===== src/rtl/slotseq_pkg.sv =====
package slotseq_pkg;
  typedef enum logic [1:0] {
    MODE_ONCE = 2'b00,
    MODE_SEQ  = 2'b01,
    MODE_RPT  = 2'b10,
    MODE_RSEQ = 2'b11
  } seq_mode_e;

  typedef enum logic [1:0] {
    ST_IDLE = 2'b00,
    ST_CONV = 2'b01,
    ST_WAIT = 2'b10
  } seq_state_e;

  // control byte layout is fixed: marker, reference, channel
  typedef struct packed {
    logic       last;
    logic [2:0] refsel;
    logic [3:0] chan;
  } slot_ctl_t;
endpackage


===== src/rtl/slotseq_table.sv =====
module slotseq_table
  import slotseq_pkg::*;
#(
  parameter int SLOTS = 16,
  localparam int PW = $clog2(SLOTS)
) (
  input  logic          clk,
  input  logic          rst_n,
  input  logic          lock,
  input  logic          wr_en,
  input  logic [PW-1:0] wr_addr,
  input  slot_ctl_t     wr_data,
  input  logic [PW-1:0] rd_addr,
  output slot_ctl_t     rd_ctl
);
  slot_ctl_t ent_w [SLOTS];

  for (genvar g = 0; g < SLOTS; g++) begin : g_ent
    slot_ctl_t q;
    logic      hit;
    assign hit = wr_en && !lock && (wr_addr == PW'(g));
    always_ff @(posedge clk or negedge rst_n) begin
      if (!rst_n)   q <= '0;
      else if (hit) q <= wr_data;
    end
    assign ent_w[g] = q;
  end

  assign rd_ctl = ent_w[rd_addr];

  assert_ctl_locked_R3: assert property (@(posedge clk) disable iff (!rst_n)
    (wr_en && lock) |=> ent_w[$past(wr_addr)] == $past(ent_w[wr_addr]));
endmodule


===== src/rtl/slotseq_results.sv =====
module slotseq_results #(
  parameter int SLOTS  = 16,
  parameter int RES_W  = 12,
  parameter int WORD_W = 16,
  localparam int PW = $clog2(SLOTS)
) (
  input  logic              clk,
  input  logic              rst_n,
  input  logic              store,
  input  logic [PW-1:0]     store_addr,
  input  logic [RES_W-1:0]  store_val,
  input  logic [PW-1:0]     rd_addr,
  output logic [WORD_W-1:0] rd_data,
  output logic              res_we,
  output logic [PW-1:0]     res_addr,
  output logic [WORD_W-1:0] res_data,
  output logic [SLOTS-1:0]  flag_set
);
  logic [RES_W-1:0] mem_w [SLOTS];
  logic             we_q;
  logic [PW-1:0]    addr_q;
  logic [RES_W-1:0] val_q;
  logic [SLOTS-1:0] flag_q, flag_d;

  for (genvar g = 0; g < SLOTS; g++) begin : g_mem
    logic [RES_W-1:0] q;
    always_ff @(posedge clk) begin
      if (store && (store_addr == PW'(g))) q <= store_val;
    end
    assign mem_w[g] = q;
  end

  always_comb begin
    flag_d = '0;
    if (store) flag_d[store_addr] = 1'b1;
  end

  always_ff @(posedge clk or negedge rst_n) begin
    if (!rst_n) begin
      we_q   <= 1'b0;
      addr_q <= '0;
      val_q  <= '0;
      flag_q <= '0;
    end else begin
      we_q   <= store;
      flag_q <= flag_d;
      if (store) begin
        addr_q <= store_addr;
        val_q  <= store_val;
      end
    end
  end

  assign res_we   = we_q;
  assign res_addr = addr_q;
  assign res_data = WORD_W'(val_q);
  assign flag_set = flag_q;
  assign rd_data  = WORD_W'(mem_w[rd_addr]);

  assert_flag_onehot_R5: assert property (@(posedge clk) disable iff (!rst_n)
    store |=> (res_we && $countones(flag_set) == 1 && flag_set[res_addr]));
  assert_flag_quiet_R5: assert property (@(posedge clk) disable iff (!rst_n)
    !store |=> (flag_set == '0 && !res_we));
endmodule


===== src/rtl/slotseq_ctrl.sv =====
module slotseq_ctrl
  import slotseq_pkg::*;
#(
  parameter int SLOTS = 16,
  localparam int PW = $clog2(SLOTS)
) (
  input  logic          clk,
  input  logic          rst_n,
  input  logic          enable,
  input  logic          cfg_we,
  input  logic [1:0]    cfg_mode,
  input  logic [PW-1:0] cfg_start,
  input  logic          cfg_auto,
  input  logic          cfg_timed,
  input  logic          cfg_swsrc,
  input  logic          trig,
  input  logic          conv_done,
  input  logic          slot_last,
  output logic [PW-1:0] ptr,
  output logic          conv_start,
  output logic          busy,
  output logic          store
);
  seq_state_e    state_q, state_d;
  seq_mode_e     mode_q;
  logic [PW-1:0] start_q, ptr_q, ptr_d;
  logic          auto_q, timed_q, swsrc_q;
  logic          armed_q, armed_d, head_q, head_d, go_q, go_d;
  logic          fast, stop_now, finish, adv;

  always_comb begin
    fast     = auto_q && timed_q && (mode_q != MODE_ONCE);
    stop_now = (state_q != ST_IDLE) && (mode_q == MODE_ONCE) && !enable;
    store    = (state_q == ST_CONV) && conv_done && !stop_now;
    state_d  = state_q;
    ptr_d    = ptr_q;
    head_d   = head_q;
    go_d     = 1'b0;
    finish   = 1'b0;
    adv      = 1'b0;
    case (state_q)
      ST_IDLE: begin
        ptr_d  = start_q;
        head_d = 1'b0;
        if (enable && armed_q && trig) begin
          state_d = ST_CONV;
          go_d    = 1'b1;
        end
      end
      ST_CONV: begin
        if (store) begin
          case (mode_q)
            MODE_ONCE: finish = 1'b1;
            MODE_SEQ: begin
              if (slot_last) finish = 1'b1;
              else begin
                ptr_d = ptr_q + 1'b1;
                adv   = 1'b1;
              end
            end
            MODE_RPT: begin
              if (!enable) finish = 1'b1;
              else         adv    = 1'b1;
            end
            default: begin
              if (slot_last) begin
                ptr_d  = start_q;
                head_d = 1'b1;
                if (!enable) finish = 1'b1;
                else         adv    = 1'b1;
              end else begin
                ptr_d  = ptr_q + 1'b1;
                head_d = 1'b0;
                adv    = 1'b1;
              end
            end
          endcase
        end
      end
      ST_WAIT: begin
        if (!enable && ((mode_q == MODE_RPT) || head_q)) finish = 1'b1;
        else if (trig) begin
          state_d = ST_CONV;
          go_d    = 1'b1;
          head_d  = 1'b0;
        end
      end
      default: state_d = ST_IDLE;
    endcase
    if (adv) begin
      if (fast) begin
        go_d   = 1'b1;
        head_d = 1'b0;
      end else begin
        state_d = ST_WAIT;
      end
    end
    if (finish || stop_now) begin
      state_d = ST_IDLE;
      ptr_d   = start_q;
      head_d  = 1'b0;
    end
    if (stop_now) go_d = 1'b0;
    armed_d = armed_q;
    if (!enable)                  armed_d = 1'b1;
    else if (finish && !swsrc_q) armed_d = 1'b0;
  end

  always_ff @(posedge clk or negedge rst_n) begin
    if (!rst_n) begin
      state_q <= ST_IDLE;
      ptr_q   <= '0;
      mode_q  <= MODE_ONCE;
      start_q <= '0;
      auto_q  <= 1'b0;
      timed_q <= 1'b0;
      swsrc_q <= 1'b0;
      armed_q <= 1'b1;
      head_q  <= 1'b0;
      go_q    <= 1'b0;
    end else begin
      state_q <= state_d;
      ptr_q   <= ptr_d;
      armed_q <= armed_d;
      head_q  <= head_d;
      go_q    <= go_d;
      if (cfg_we && !enable) begin
        mode_q  <= seq_mode_e'(cfg_mode);
        start_q <= cfg_start;
        auto_q  <= cfg_auto;
        timed_q <= cfg_timed;
        swsrc_q <= cfg_swsrc;
      end
    end
  end

  assign ptr        = ptr_q;
  assign conv_start = go_q;
  assign busy       = (state_q != ST_IDLE);

  assert_abort_now_R10: assert property (@(posedge clk) disable iff (!rst_n)
    (busy && mode_q == MODE_ONCE && !enable) |=> (!busy && !conv_start));
  assert_ptr_wrap_R6: assert property (@(posedge clk) disable iff (!rst_n)
    (store && mode_q == MODE_SEQ && !slot_last) |=> ptr_q == PW'($past(ptr_q) + 1'b1));
  assert_rpt_stop_R7: assert property (@(posedge clk) disable iff (!rst_n)
    (store && mode_q == MODE_RPT && !enable) |=> !busy);
  assert_idle_quiet_R13: assert property (@(posedge clk) disable iff (!rst_n)
    (!busy && !enable) |=> !conv_start);
  assert_cfg_locked_R3: assert property (@(posedge clk) disable iff (!rst_n)
    (cfg_we && enable) |=> ($stable(mode_q) && $stable(start_q)));
endmodule


===== src/rtl/slot_sequencer.sv =====
module slot_sequencer
  import slotseq_pkg::*;
#(
  parameter int SLOTS  = 16,
  parameter int RES_W  = 12,
  parameter int WORD_W = 16,
  localparam int PW = $clog2(SLOTS)
) (
  input  logic              clk,
  input  logic              rst_n,
  input  logic              enable,
  input  logic              cfg_we,
  input  logic [1:0]        cfg_mode,
  input  logic [PW-1:0]     cfg_start,
  input  logic              cfg_auto,
  input  logic              cfg_timed,
  input  logic              cfg_swsrc,
  input  logic              ctl_we,
  input  logic [PW-1:0]     ctl_addr,
  input  logic [7:0]        ctl_data,
  input  logic              trig,
  input  logic              conv_done,
  input  logic [RES_W-1:0]  conv_result,
  input  logic [PW-1:0]     rd_addr,
  output logic              conv_start,
  output logic [3:0]        chan_sel,
  output logic [2:0]        ref_sel,
  output logic              busy,
  output logic              res_we,
  output logic [PW-1:0]     res_addr,
  output logic [WORD_W-1:0] res_data,
  output logic [SLOTS-1:0]  flag_set,
  output logic [WORD_W-1:0] rd_data
);
  logic [PW-1:0] ptr;
  logic          store;
  slot_ctl_t     cur_ctl;

  slotseq_table #(.SLOTS(SLOTS)) u_table (
    .clk     (clk),
    .rst_n   (rst_n),
    .lock    (enable),
    .wr_en   (ctl_we),
    .wr_addr (ctl_addr),
    .wr_data (slot_ctl_t'(ctl_data)),
    .rd_addr (ptr),
    .rd_ctl  (cur_ctl)
  );

  slotseq_ctrl #(.SLOTS(SLOTS)) u_ctrl (
    .clk        (clk),
    .rst_n      (rst_n),
    .enable     (enable),
    .cfg_we     (cfg_we),
    .cfg_mode   (cfg_mode),
    .cfg_start  (cfg_start),
    .cfg_auto   (cfg_auto),
    .cfg_timed  (cfg_timed),
    .cfg_swsrc  (cfg_swsrc),
    .trig       (trig),
    .conv_done  (conv_done),
    .slot_last  (cur_ctl.last),
    .ptr        (ptr),
    .conv_start (conv_start),
    .busy       (busy),
    .store      (store)
  );

  slotseq_results #(.SLOTS(SLOTS), .RES_W(RES_W), .WORD_W(WORD_W)) u_results (
    .clk        (clk),
    .rst_n      (rst_n),
    .store      (store),
    .store_addr (ptr),
    .store_val  (conv_result),
    .rd_addr    (rd_addr),
    .rd_data    (rd_data),
    .res_we     (res_we),
    .res_addr   (res_addr),
    .res_data   (res_data),
    .flag_set   (flag_set)
  );

  assign chan_sel = cur_ctl.chan;
  assign ref_sel  = cur_ctl.refsel;
endmodule


===== config.mk =====
export PLATFORM = sky130hd
export DESIGN_NAME = slot_sequencer
export DESIGN_NICKNAME = d
export VERILOG_FILES = /design/src/rtl/slotseq_pkg.sv /design/src/rtl/slotseq_table.sv /design/src/rtl/slotseq_results.sv /design/src/rtl/slotseq_ctrl.sv /design/src/rtl/slot_sequencer.sv
export SDC_FILE = /design/constraint.sdc
export NUM_CORES = 1
export LEC_CHECK = 0
export BUFFER_PORTS_ARGS = -buffer_cell sky130_fd_sc_hd__buf_2
export CORE_MARGIN = 2
export CORE_UTILIZATION = 65
export CTS_CLUSTER_SIZE = 25
export DETAILED_ROUTE_END_ITERATION = 8
export GPL_TIMING_DRIVEN = 0
export HOLD_SLACK_MARGIN = 0.12
export PLACE_DENSITY_LB_ADDON = 0.25
export SYNTH_ARGS = -nofsm -noshare
export SYNTH_HDL_FRONTEND = slang
export SYNTH_SLANG_ARGS = --single-unit

===== constraint.sdc =====
create_clock -name clk -period 6.4 [get_ports clk]
set_input_delay 0.64 -clock clk [delete_from_list [all_inputs] [get_ports clk]]
set_output_delay 0.64 -clock clk [all_outputs]
set_load 0.02 [all_outputs]

==> results of run 1 <==
==> flip-flops by register name (all words and copies together) (netlist names) <==
name                flops
u_ctrl.armed_q          1
u_ctrl.start_q          4
u_results.flag_set     16
u_ctrl.conv_start       1
u_ctrl.timed_q          1
u_results.val_q        12
u_results.res_we        1
u_table.ent_w         128
u_ctrl.ptr              4
u_ctrl.head_q           1
u_results.g_mem.q     192
u_ctrl.swsrc_q          1
u_ctrl.mode_q           2
u_ctrl.auto_q           1
u_results.res_addr      4
u_ctrl.state_q          2
==> per-layer routing <==
| layer | routed length [µm] | share of wire (%) | vias to the layer above |
|---|---|---|---|
| met1 | 12800 | 38 | 4303 |
| li1 | - | - | 3417 |
| met5 | 0 | 0 | - |
| met2 | 18000 | 53 | 418 |
| met4 | 1100 | 3.2 | 0 |
| met3 | 2220 | 6.5 | 108 |
==> final timing paths <==
| check | depth (start not counted) | to | slack (ps) |
|---|---|---|---|
| hold reg to reg | 1 | u_table.ent_w[63] | 500 |
| hold / removal | 2 | u_ctrl.mode_q[1] | 350 |
| setup reg to reg | 4 | u_results.g_mem[15].q[5] | 2890 |
| max in group asynchronous | 3 | u_results.flag_set[5] | 4820 |
| min in group asynchronous | 2 | u_table.ent_w[72] | 640 |
| setup / recovery | 5 | chan_sel[2] | 2540 |
==> stage by stage <==
step	std cells	total power [mW]
floorplan	812	4.12
global placement	1223	4.54
detailed placement	1229	4.64
CTS	1297	6.83
global route	1297	7.06
finish	1297	6.80
==> logic make-up (layout without fill, tap and decap cells) <==
kind of cell	after synthesis	in the layout	synth area share (%)
flops	371	371	67.2
fa+ha+maj	8	8	0.656
mux	255	255	26.2
other cells	1	8	0.0246
buf+inv	58	224	1.71
simple gates	85	85	2.77
compound gates	27	27	1.49
==> repair_timing <==
action                     4_1_cts  5_1_grt
hold buffers                     1        0
setup endpoints to repair        0        0
hold endpoints to repair        56        0
==> layout by cell type (no fill, tap or decap), types with 3 or more instances in the layout <==
cell type,Yosys,final
edfxtp_1,192,192
clkinv_2,0,6
clkbuf_8,0,8
ha_1,8,8
and2_1,3,3
buf_1,6,6
clkbuf_1,31,38
a21oi_1,4,4
buf_6,1,5
nor2b_1,13,13
conb_1,1,8
nor3_2,0,4
o21ai_0,4,4
inv_1,8,8
mux4_2,98,98
nand2_1,25,25
dfrtp_1,178,178
nor3_1,8,4
buf_2,4,95
buf_4,8,8
nand2b_1,3,3
nor2_1,20,10
nor2_2,0,10
nand3_1,6,6
mux2_2,153,153
clkbuf_16,0,41
==> area by class of cell <==
type	count	area [µm²]	area share (%)
well taps	319	399	2.28
multi-input cells	383	4810	27.5
repair buffers	99	568	3.24
plain buffers	50	230	1.31
clock inverters	11	83.8	0.478
inverters	8	30.0	0.171
flip-flops and latches	371	10200	58.4
clock buffers	56	1160	6.63
==> power by group through the flow <==
stage / combinational [mW] / clock, mW / sequential (mW)
2_1_floorplan: 1.07 / 0 / 3.05
5_1_grt: 1.74 / 2.30 / 3.01
3_3_place_gp: 1.54 / 0 / 3.00
4_1_cts: 1.64 / 2.21 / 2.98
3_5_place_dp: 1.62 / 0 / 3.02
6_report: 1.64 / 2.18 / 2.99
==> reports/metrics.yaml, run 1 <==
antenna_found_initial: 0
hp-start: "cfg_mode[1]"
tightestPinTransition_ps: 1400
gp_congestion: 0.825
swShare_pct: 28.3
clockRootBuffer: "clkbuf_16"
num_vias: 8246
seqPwrFrac_pct: 43.9
critPathSlowestCell: "buf_1"
max_freq_mhz: 259
rsz0062_at_grt: "no"
power.density_nw_per_um2: 388
finalCoreUtilization_pct: 75.4
postCtsSetupRepairBufs: 0
slowest_delay_ps: 720
insertion_delay_ps: 520
dieArea_um2: 24700
whs_ps: 345
met3_usage_pct: 4.85
grt_pass1_wl_um: 51300
maxSlewViolCount: 0
place_hpwl_um: 21500
synth_top_area_cell: "edfxtp_1"
synth_edf_count: 192
drive_above_1_share_pct: 45.1
drt_iter0_drc: 616
cpMostUsedCell: "mux4_2"
path_buf_inv: 3
hold_path_class: "in -> reg"
post_dp_cell_area_um2: 16300
synth_warnings: 0
io_pins: 106
cts_sinks: 371
synth_area_um2: 15200
post-route-period-util_pct: 60.4
crit_required_ps: 5760
reg2reg_from: "u_ctrl.ptr[2]"
p_leak_nw: 6.89
syn_inst: 805
fillers: 1334
cts.clk_slew.worst_paths_ps: 60
switchingPower_mw: 1.93
wirelength_um: 34100
core_um2: 23300
grtUsageTotal_pct: 28.6
setup_viol_count_final: 0
maxCapViolations: 0
finalSetupTns_ps: 0
ys_async_sr_fraction_pct: 48.2
fin_skew_ps: 19.2
ys_seq_area_share_pct: 67.2
met2_usage_pct: 49.4
portBuffers: 92
synth_seq_cells: 371
path_cells: "buf_6 > buf_1 > mux4_2 > mux4_2 > buf_2"
hold_viol: 0
cts-resized-gates: 0
peakVddDrop_mv: 0.279
power_frac_comb_pct: 24.1
busiest_layer: "met2"
firstDrtPassIters: 6
area_delta_synth_final_pct: 15.0
synthFlopType: "edfxtp_1"
worstSetupStartpoint: "u_ctrl.ptr[0]"
ys_top_cells_by_area: "edfxtp_1, dfrtp_1, mux4_2, mux2_2, clkbuf_1"
status: "finished, final reports clean"
pwr-share-clk_pct: 32.0
max-slew-margin-rel_pct: 6.38
setup.worst_path.class: "reg -> out"
cts.htree.levels: 2
num_antenna_cells: 0
synth_common_cells: "edfxtp_1, dfrtp_1, mux2_2, mux4_2, clkbuf_1"
critical-path-top-delay-family: "multiplexers"
dieWidth_um: 157
grt.overflow.total: 0
fin_nets: 1002
viasPerCell: 6.36
cts.path.max_buffers: 3
place_worst_setup_slack_ps: 2620
fin_crit_ps: 3860
p_int_mw: 4.88
cts_made_buffers: 37
cp_max_fo: 10
crit_path_end_kind: "output port"
grtUsageMet1_pct: 37.2
stdcell_area_um2: 17500
crit_arrival_ps: 3220
synth.avg_cell_area_um2: 18.9
die_y_um: 157
grt_max_degree: 124
synth.distinct_cells: 45
grt_pass1_vias: 8738
post-synth-top-count-cell: "edfxtp_1"
start_kind: "flip-flop"
initial_core_util_pct: 65.6
tritoncts: "built"
synth_top_area_share_pct: 37.8
routedWlPerCell_um: 26.3
rows: 56
antenna_left: 0
fin_ws_ps: 2540
drc: 0
Note: power is estimated with default switching activity, not from simulation.
==> run 2, diff against run 1 <==
- CORE_UTILIZATION: 65 -> 60
- clock period: 6.4 -> 3.63 ns (I/O delays scaled with it)
==> reports/metrics.yaml, run 2 (same netlist as run 1, synthesis figures left out) <==
viasPerCell: 6.19
swShare_pct: 28.2
hold_viol: 0
num_vias: 8156
crit_path_end_kind: "output port"
path_buf_inv: 3
postCtsSetupRepairBufs: 0
firstDrtPassIters: 5
critPathSlowestCell: "clkbuf_1"
p_leak_nw: 6.91
routedWlPerCell_um: 24.8
slowest_delay_ps: 670
grt_pass1_vias: 8567
start_kind: "flip-flop"
grt_max_degree: 117
switchingPower_mw: 3.36
ff2ff_path_depth: 4
maxCapViolations: 0
portBuffers: 92
antenna_left: 0
antenna_found_initial: 0
largest_reg_flops: 192
finalSetupTns_ps: 0
rsz0062_at_grt: "no"
grt_pass1_wl_um: 51000
largest_register: "u_results.g_mem.q"
max_freq_mhz: 288
place_worst_setup_slack_ps: 80.0
stdcell_area_um2: 17600
path_cells: "clkbuf_1 > clkbuf_1 > mux4_2 > mux4_2 > buf_2"
power_frac_comb_pct: 24.0
grt.overflow.total: 0
num_antenna_cells: 0
post_dp_cell_area_um2: 16300
setup.worst_path.class: "reg -> out"
area_delta_synth_final_pct: 15.5
cts.htree.levels: 2
cts.clk_slew.worst_paths_ps: 60
seqPwrFrac_pct: 44.0
clockRootBuffer: "clkbuf_16"
status: "finished, final reports clean"
drc: 0
wirelength_um: 32700
drive_above_1_share_pct: 44.6
cts_made_buffers: 38
io_pins: 106
core_um2: 25000
final_common_cell: "edfxtp_1"
initial_core_util_pct: 60.9
reg2reg_setup_slack_ps: 390
fin_ws_ps: 161
peakVddDrop_mv: 0.515
crit_arrival_ps: 3110
crit_cells: 5
fin_skew_ps: 19.9
whs_path_depth: 2
hold_path_class: "in -> reg"
maxSlewViolCount: 0
p_int_mw: 8.54
cp_max_fo: 10
place_inst: 1239
tritoncts: "built"
setup_viol_count_final: 0
tightestPinTransition_ps: 1250
rows: 58
critical-path-top-delay-family: "buffers and inverters"
insertion_delay_ps: 540
drt_iter0_drc: 628
dieArea_um2: 26700
max-slew-margin-rel_pct: 16.0
cts_sinks: 371
dieWidth_um: 163
fin_nets: 1010
place_hpwl_um: 20700
gp_congestion: 0.757
die_y_um: 163
power.density_nw_per_um2: 676
grtUsageTotal_pct: 26.1
cts.path.max_buffers: 3
final_cell_mix: "edfxtp_1, dfrtp_1, mux2_2, mux4_2, buf_2"
fin_crit_ps: 3470
post-route-period-util_pct: 95.6
finalPower_mw: 11.9
pwr-share-clk_pct: 32.0
instances_no_fill: 1318
crit_required_ps: 3270
## run 2: cell types whose count changed in the layout (fill, tap and decap cells not counted)
cell	delta
buf_1	-2
buf_6	-1
bufinv_16	+1
clkbuf_1	+4
clkbuf_16	-2
clkbuf_2	+1
clkbuf_8	-3
clkinv_1	+1
clkinv_2	+1
clkinv_8	+2
dlygate4sd3_1	+9
inv_6	-1
nor2_1	-2
nor2_2	+2
## run 2: final timing paths
check,start,end
setup / recovery,u_ctrl.ptr[1],ref_sel[2]
hold / removal,ctl_data[4],u_table.ent_w[68]
setup reg to reg,u_ctrl.ptr[2],u_results.g_mem[12].q[5]
hold reg to reg,u_table.ent_w[55],u_table.ent_w[55]
max in group asynchronous,rst_n,u_results.flag_set[6]
min in group asynchronous,rst_n,u_table.ent_w[85]
## run 2: power by group through the flow
stage	sequential [mW]	combinational [mW]	clock [mW]
after detailed placement	5.31	2.86	0
after global routing	5.30	3.07	4.05
after floorplan	5.37	1.89	0
after CTS	5.24	2.88	3.88
final	5.24	2.85	3.81
after global placement	5.29	2.77	0
## run 2: final cells by class
class                   instances  area, µm²
well taps                     330        413
repair buffers                107        647
fillers                      1586       7420
inverters                       8       30.0
clock buffers                  55       1090
plain buffers                  49        228
clock inverters                15        146
flip-flops and latches        371      10200
multi-input cells             383       4820
## run 2: worst reg2reg max path, stage by stage (launching register included)
cell	delay, ps
dfrtp_1	460
clkbuf_1	530
clkbuf_1	730
nand2_1	320
nor2_2	810
## run 2: timing repair
| action | CTS | global route |
|---|---|---|
| setup endpoints to repair | 0 | 2 |
| resized for setup | 0 | 2 |
| hold buffers | 10 | 0 |
| endpoints found under the hold margin | 71 | 0 |
## run 2: stage by stage
step / util (%) / hold slack [ps]
4_1_cts: 70.3 / 141
3_3_place_gp: 64.5 / 481
3_5_place_dp: 65.0 / 354
2_1_floorplan: - / 67.4
5_1_grt: 70.4 / 156
6_report: 70.4 / 166
## run 2: routing by layer
| metal | routed length, µm | global-route usage [%] | up-vias | part of all wire, % |
|---|---|---|---|---|
| met5 | 0 | 0 | - | 0 |
| met4 | 488 | 6.36 | 0 | 1.5 |
| met3 | 2240 | 5.23 | 47 | 6.8 |
| met2 | 16700 | 43.1 | 309 | 51 |
| met1 | 13300 | 36.5 | 4334 | 41 |
| li1 | - | - | 3466 | - |
==> run 3, diff against run 2 <==
- clock period: 3.63 -> 3.6 ns (I/O delays scaled with it)
==> reports/metrics.yaml, run 3 (same netlist as run 1, synthesis figures left out) <==
grtUsageTotal_pct: 26.1
wirelength_um: 32800
finalPower_mw: 12.0
num_antenna_cells: 0
cp_max_fo: 10
place_inst: 1239
dieWidth_um: 163
hold_viol: 0
core_um2: 25000
maxCapViolations: 0
crit_arrival_ps: 3040
rsz0062_at_grt: "no"
grt.overflow.total: 0
grt_pass1_vias: 8567
power.density_nw_per_um2: 682
drc: 0
tritoncts: "built"
reg2reg_setup_slack_ps: 370
cts_sinks: 371
viasPerCell: 6.17
stdcell_area_um2: 17600
area_delta_synth_final_pct: 15.5
peakVddDrop_mv: 0.520
post_dp_cell_area_um2: 16300
max-slew-margin-rel_pct: 16.1
post-route-period-util_pct: 94.4
drive_above_1_share_pct: 44.7
start_kind: "flip-flop"
cts.clk_slew.worst_paths_ps: 60
setup.worst_path.class: "reg -> out"
max_freq_mhz: 294
maxSlewViolCount: 0
setup_viol_count_final: 0
initial_core_util_pct: 60.9
largest_register: "u_results.g_mem.q"
final_common_cell: "edfxtp_1"
instances_no_fill: 1318
drt_iter0_drc: 632
cts.path.max_buffers: 3
die_y_um: 163
hold_path_class: "in -> reg"
dieArea_um2: 26700
status: "finished, final reports clean"
largest_reg_flops: 192
final_cell_mix: "edfxtp_1, dfrtp_1, mux2_2, mux4_2, buf_2"
io_pins: 106
routedWlPerCell_um: 24.9
firstDrtPassIters: 5
crit_path_end_kind: "output port"
num_vias: 8131
fillers: 1585
antenna_left: 0
crit_required_ps: 3240
antenna_found_initial: 0
gp_congestion: 0.757
cts_made_buffers: 38
insertion_delay_ps: 540
cts.htree.levels: 2
clockRootBuffer: "clkbuf_16"
rows: 58
p_leak_nw: 6.92
grt_max_degree: 117
postCtsSetupRepairBufs: 0
grt_pass1_wl_um: 51000
tightestPinTransition_ps: 1250
fin_nets: 1010
whs_ps: 160
fin_skew_ps: 20.8
portBuffers: 92
fin_crit_ps: 3400
place_hpwl_um: 20700
-- run 3: final timing paths --
check | startpoint | end | cells past startpoint
setup reg to reg | u_ctrl.ptr[2] | u_results.g_mem[12].q[5] | 4
hold / removal | ctl_data[4] | u_table.ent_w[68] | 2
setup / recovery | u_ctrl.ptr[1] | ref_sel[2] | 5
min in group asynchronous | rst_n | u_table.ent_w[85] | 2
hold reg to reg | u_table.ent_w[55] | u_table.ent_w[55] | 1
max in group asynchronous | rst_n | u_results.flag_set[6] | 3
-- run 3: critical path, stage by stage, from the launching register on --
cell and delay [ps]:
dfrtp_1 360, clkbuf_1 420, clkbuf_1 560, mux4_2 440, mux4_2 540, buf_2 190
-- run 3: power breakdown --
part | total, mW | switching [mW] | internal (mW)
sequential | 5.28 | 0.254 | 5.03
combinational | 2.87 | 1.54 | 1.33
clock | 3.85 | 1.60 | 2.25
-- run 3: stage by stage --
step / setup slack (ps) / utilization (%) / setup TNS [ps]
3_3_place_gp: -749 / 64.5 / -139390
4_1_cts: -5.98 / 70.4 / -10.4
3_5_place_dp: 50.0 / 65.0 / 0
2_1_floorplan: 973 / - / 0
6_report: 202 / 70.4 / 0
5_1_grt: 72.8 / 70.4 / 0
-- run 3: per-layer routing --
metal	GRT usage (%)	routed length [µm]
met1	36.5	13400
met3	5.23	2180
met5	0	0
met4	6.36	516
met2	43.1	16600
-- run 3: layout make-up --
type | count | area, µm² | area share (%)
tap | 330 | 413 | 2.34
clock inverter | 15 | 146 | 0.831
sequential | 371 | 10200 | 58.2
buffer | 49 | 229 | 1.30
inverter | 8 | 30.0 | 0.170
multi-input combinational | 383 | 4820 | 27.4
timing repair buffer | 107 | 647 | 3.67
clock buffer | 55 | 1090 | 6.16
-- run 3: repair_timing --
| item | in CTS | in global routing |
|---|---|---|
| hold buffers | 10 | 0 |
| setup endpoints to repair | 3 | 5 |
| hold endpoints to repair | 71 | 0 |
| resized for setup | 1 | 4 |
